**src/rtl/fuse_pkg.sv**
```systemverilog
package fuse_pkg;
  localparam int INSN_W = 16;
  localparam int OP_W   = 4;
  localparam int REG_W  = 4;
  localparam int PAD_W  = INSN_W - OP_W - 2 * REG_W;
  localparam int CNT_W  = 2;

  localparam logic [OP_W-1:0] OP_MOV    = 4'h1;
  localparam logic [OP_W-1:0] OP_ALU_LO = 4'h2;
  localparam logic [OP_W-1:0] OP_ALU_HI = 4'h6;

  typedef struct packed {
    logic [OP_W-1:0]  op;
    logic [REG_W-1:0] rs;
    logic [REG_W-1:0] rd;
    logic             clean;
    logic             is_mov;
    logic             is_alu;
  } insn_f_t;

  typedef struct packed {
    logic [OP_W-1:0]  op;
    logic [REG_W-1:0] src_a;
    logic [REG_W-1:0] src_b;
    logic [REG_W-1:0] dst;
    logic [CNT_W-1:0] consumed;
    logic             fused;
  } uop_t;
endpackage

```
**src/rtl/fuse_field_split.sv**
```systemverilog
module fuse_field_split
  import fuse_pkg::*;
(
  input  logic [INSN_W-1:0] insn,
  output insn_f_t           f
);
  always_comb begin
    f.op     = insn[INSN_W-1 -: OP_W];
    f.rs     = insn[INSN_W-OP_W-1 -: REG_W];
    f.rd     = insn[INSN_W-OP_W-REG_W-1 -: REG_W];
    f.clean  = (insn[PAD_W-1:0] == '0);
    f.is_mov = (f.op == OP_MOV);
    f.is_alu = (f.op >= OP_ALU_LO) && (f.op <= OP_ALU_HI);
  end
endmodule

```
**src/rtl/fuse_pair_merge.sv**
```systemverilog
module fuse_pair_merge
  import fuse_pkg::*;
(
  input  insn_f_t older,
  input  insn_f_t younger,
  input  logic    younger_ok,
  output uop_t    uop
);
  logic can_fuse;
  logic alias_hit;

  always_comb begin
    can_fuse  = younger_ok && older.clean && younger.clean &&
                older.is_mov && younger.is_alu && (younger.rd == older.rd);
    alias_hit = (younger.rs == older.rd);

    uop = '0;
    if (can_fuse) begin
      uop.op       = younger.op;
      uop.src_a    = older.rs;
      uop.src_b    = alias_hit ? older.rs : younger.rs;
      uop.dst      = older.rd;
      uop.consumed = CNT_W'(2);
      uop.fused    = 1'b1;
    end else if (older.is_mov) begin
      uop.op       = older.op;
      uop.src_a    = older.rs;
      uop.src_b    = '0;
      uop.dst      = older.rd;
      uop.consumed = CNT_W'(1);
    end else if (older.is_alu) begin
      uop.op       = older.op;
      uop.src_a    = older.rd;
      uop.src_b    = older.rs;
      uop.dst      = older.rd;
      uop.consumed = CNT_W'(1);
    end else begin
      uop.op       = older.op;
      uop.src_a    = older.rs;
      uop.src_b    = older.rd;
      uop.dst      = older.rd;
      uop.consumed = CNT_W'(1);
    end
  end
endmodule

```
**src/rtl/fuse_out_reg.sv**
```systemverilog
module fuse_out_reg
  import fuse_pkg::*;
(
  input  logic clk,
  input  logic rst_n,
  input  logic in_valid,
  output logic in_ready,
  input  uop_t d,
  output logic out_valid,
  input  logic out_ready,
  output uop_t q
);
  assign in_ready = !out_valid || out_ready;

  always_ff @(posedge clk or negedge rst_n) begin
    if (!rst_n) begin
      out_valid <= 1'b0;
      q         <= '0;
    end else if (in_ready) begin
      out_valid <= in_valid;
      if (in_valid) q <= d;
    end
  end
endmodule

```
**src/rtl/fuse_decoder.sv**
```systemverilog
module fuse_decoder
  import fuse_pkg::*;
#(
  parameter int SLOTS = 2
) (
  input  logic        clk,
  input  logic        rst_n,
  input  logic        in_valid,
  output logic        in_ready,
  input  logic [31:0] in_window,
  input  logic        in_hi_valid,
  output logic        out_valid,
  input  logic        out_ready,
  output logic [3:0]  out_opcode,
  output logic [3:0]  out_src_a,
  output logic [3:0]  out_src_b,
  output logic [3:0]  out_dst,
  output logic [1:0]  out_consumed,
  output logic        out_fused
);
  localparam int WIN_W = SLOTS * INSN_W;

  insn_f_t fields [SLOTS];
  uop_t    next_uop;
  uop_t    held_uop;
  logic [WIN_W-1:0] win;

  assign win = in_window[WIN_W-1:0];

  for (genvar s = 0; s < SLOTS; s++) begin : g_split
    fuse_field_split u_split (
      .insn (win[s*INSN_W +: INSN_W]),
      .f    (fields[s])
    );
  end

  fuse_pair_merge u_merge (
    .older      (fields[0]),
    .younger    (fields[1]),
    .younger_ok (in_hi_valid),
    .uop        (next_uop)
  );

  fuse_out_reg u_oreg (
    .clk       (clk),
    .rst_n     (rst_n),
    .in_valid  (in_valid),
    .in_ready  (in_ready),
    .d         (next_uop),
    .out_valid (out_valid),
    .out_ready (out_ready),
    .q         (held_uop)
  );

  assign out_opcode   = held_uop.op;
  assign out_src_a    = held_uop.src_a;
  assign out_src_b    = held_uop.src_b;
  assign out_dst      = held_uop.dst;
  assign out_consumed = held_uop.consumed;
  assign out_fused    = held_uop.fused;
endmodule

```
**config.mk**
```make
export PLATFORM = sky130hd
export DESIGN_NAME = fuse_decoder
export DESIGN_NICKNAME = d
export VERILOG_FILES = /design/src/rtl/fuse_pkg.sv /design/src/rtl/fuse_field_split.sv /design/src/rtl/fuse_pair_merge.sv /design/src/rtl/fuse_out_reg.sv /design/src/rtl/fuse_decoder.sv
export SDC_FILE = /design/constraint.sdc
export NUM_CORES = 1
export LEC_CHECK = 0
export CAP_MARGIN = 10
export CORE_UTILIZATION = 55
export DETAILED_ROUTE_END_ITERATION = 10
export DONT_BUFFER_PORTS = 1
export PLACE_DENSITY = 0.77
export SKIP_CTS_REPAIR_TIMING = 1
export SLEW_MARGIN = 20
export SYNTH_ARGS = -nofsm -noshare
export SYNTH_HDL_FRONTEND = slang
export SYNTH_SLANG_ARGS = --single-unit
```
**constraint.sdc**
```tcl
create_clock -name clk -period 3.1 [get_ports clk]
set_input_delay 0.155 -clock clk [delete_from_list [all_inputs] [get_ports clk]]
set_output_delay 0.155 -clock clk [all_outputs]
set_load 0.02 [all_outputs]
```
==> impl_results.md <==
- GP Congestion: 0.8650
- Post-route setup TNS: 0 ps
- Post-synth EDFFs: 0
- Critical path data arrival time: 2090 ps
- Final routed DRC violation total: 0
- CTS tree: yes
- Critical Path RT: 3320 ps
- Rel. slew slack: 0.4352
- Vias in the first global route: 781
- Skew final: 4.001 ps
- Mapped cell area: 0.001051 mm^2
- Root Driver: clkbuf_4
- Max Clk Rate: 0.5328 GHz
- DP HPWL: 1757 um
- Die Y: 45.72 um
- Yosys warnings: 0
- # rows: 15
- Core area: 0.001764 mm^2
- H-tree lvl count: 1
- Final net count: 153
- Vias per cell: 6.021
- Post-DRT Antenna Nets: 0
- Worst setup EP type: flip-flop
- Sequential fraction of the synthesis area: 0.4524
- Failing checks: negative hold slack
- Tot Pwr: 0.5531 mW
- Initial core utilization: 0.5957
- Cell Pwr Density: 473.8 mW/mm^2
- Setup ws final: 1223 ps
- Seq cells post-synth: 19
- Fin cells: 140
- Mapped Cells: 107
- PortBufs: 0
- Worst setup SP type: flip-flop
- Final period util: 0.6054
- GRT Total Usage: 0.2361
- Final core occ: 0.6617
- Status: finished with violations
- Latest clock arrival within the worst-skew pair: 290 ps
- Proportion of layout cells with a drive suffix above 1: 0.06957
- Crit path kind: flip-flop to flip-flop
- Total of max-cap violations: 0
- Ys async rst share: 1.000
- Syn-to-layout area delta: 11.07%
- Reg clk slew, reported paths: 100 ps
- Die Footprint: 0.002090 mm^2
- Hold Slack: -9.319 ps
- ANT cells: 0
- Syn Nets: 144
- Min-Delay Path Class: primary input to flip-flop
- Synth Flop Type: dfrtp_1
- Grt ovf: 0
- Antenna violations before repair: 0
- Mean Syn Cell Area: 9.823 um^2
- Via count: 843
- Hold Vio Cnt, Final: 1
- Drt pass-1 iters: 4
- Period minus WS final: 1877 ps
- VDD IR-drop max: 242.5 uV
- CTS Buf Count: 3
- Final setup vio count: 0
- Worst-Margin Slew: 844.3 ps
- Clk sink count: 19
- Worst-case clock buffer depth: 2
- Max FO, Critical Path: 23
- P_leak: 0.5189 nW
- Max Slew Vio Count: 0
- Initial DRC count: 7
- Pre-CTS setup slack: 1263 ps
- Routed wire length: 2355 um
- Top Ports: 58
- RSZ-0062 raised after global routing: false
- Die X: 45.72 um
- Filler cells: 165
- Largest net degree at the start of global routing: 24
- First-pass GRT wire length: 3463 um
- Synth cell types: 26
- Placed insts: 129
- DR WL/cell: 16.82 um
## through the flow
stage	instance area, um^2	hold WS (ps)
2_1_floorplan	1051	-140.6
3_3_place_gp	1071	-140.2
3_5_place_dp	1071	-140.1
4_1_cts	1097	-467.1
5_1_grt	1167	0.7994
6_report	1167	-9.319
## kinds of logic after synthesis
logic type / count (synthesis) / share of synthesized area
AOI/OAI and AO/OA: 19 / 0.1238
buffers and inverters: 4 / 0.01786
xor gates and xnor gates: 8 / 0.06667
muxes: 13 / 0.1238
and+or+nand+nor: 44 / 0.2155
DFF: 19 / 0.4524
## cell usage after synthesis, drive strengths merged (2+ instances only)
cell / n / share of area
xor2: 2 / 0.017
a2bb2oi: 4 / 0.033
nor2: 5 / 0.018
a211oi: 2 / 0.014
nand2b: 3 / 0.018
nand2: 25 / 0.089
o21ai: 9 / 0.043
mux2i: 13 / 0.12
dfrtp: 19 / 0.45
xnor2: 6 / 0.050
nor4: 2 / 0.026
nand4: 2 / 0.012
clkbuf: 3 / 0.011
nor3: 2 / 0.0095
## path summary, 6_finish.rpt
| kind | startpoint | end | slack (ps) | cells past startpoint |
|---|---|---|---|---|
| min in group asynchronous | rst_n | u_oreg.q[5] | 400 | 1 |
| max in group asynchronous | rst_n | u_oreg.q[1] | 2180 | 1 |
| max reg2reg | u_oreg.out_valid | u_oreg.q[9] | 1220 | 6 |
| min | in_window[13] | u_oreg.q[16] | -9 | 2 |
| max | u_oreg.out_valid | u_oreg.q[9] | 1220 | 6 |
| min reg2reg | u_oreg.q[3] | u_oreg.q[3] | 630 | 2 |
## worst max-delay path, cell delays in order (launching register included)
cell	delay (ps)
dfrtp_1	470
nand2b_1	280
nand2_1	100
buf_4	220
nor3_1	200
nand4_1	280
o21ai_0	260
## per-layer routing
| metal | wire length (um) | global-route usage | up-vias |
|---|---|---|---|
| met5 | 0 | 0 | - |
| met4 | 40 | 0.1059 | 0 |
| met3 | 228 | 0.05952 | 4 |
| met2 | 1115 | 0.3800 | 50 |
| met1 | 971 | 0.2980 | 400 |
| li1 | - | - | 389 |
## power breakdown
| part | switching (mW) | internal (mW) |
|---|---|---|
| logic | 0.0466 | 0.0442 |
| clock network | 0.0732 | 0.0501 |
| registers | 0.0615 | 0.278 |
| total | 0.181 | 0.372 |
## flip-flops by register name, summed over array words and instances, names as in the netlist
register          flops
u_oreg.q             18
u_oreg.out_valid      1
## final cells by class
cell class	count	area, um^2	area share
multi-input combinational	84	556.8	0.4770
tap	25	31.28	0.02680
timing repair buffer	8	77.57	0.06645
clock buffer	4	26.28	0.02251
sequential	19	475.5	0.4073
## cells in the final DEF (no fill, tap or decap), types with 2 or more instances in the layout
cell,n
a211oi_1,2
a2bb2oi_1,4
clkbuf_4,3
dfrtp_1,19
dlygate4sd3_1,7
mux2i_1,13
nand2_1,25
nand2b_1,3
nand4_1,2
nor2_1,5
nor3_1,2
o21ai_0,8
xnor2_1,6
xor2_1,2
Note: power is estimated with default switching activity, not from simulation.
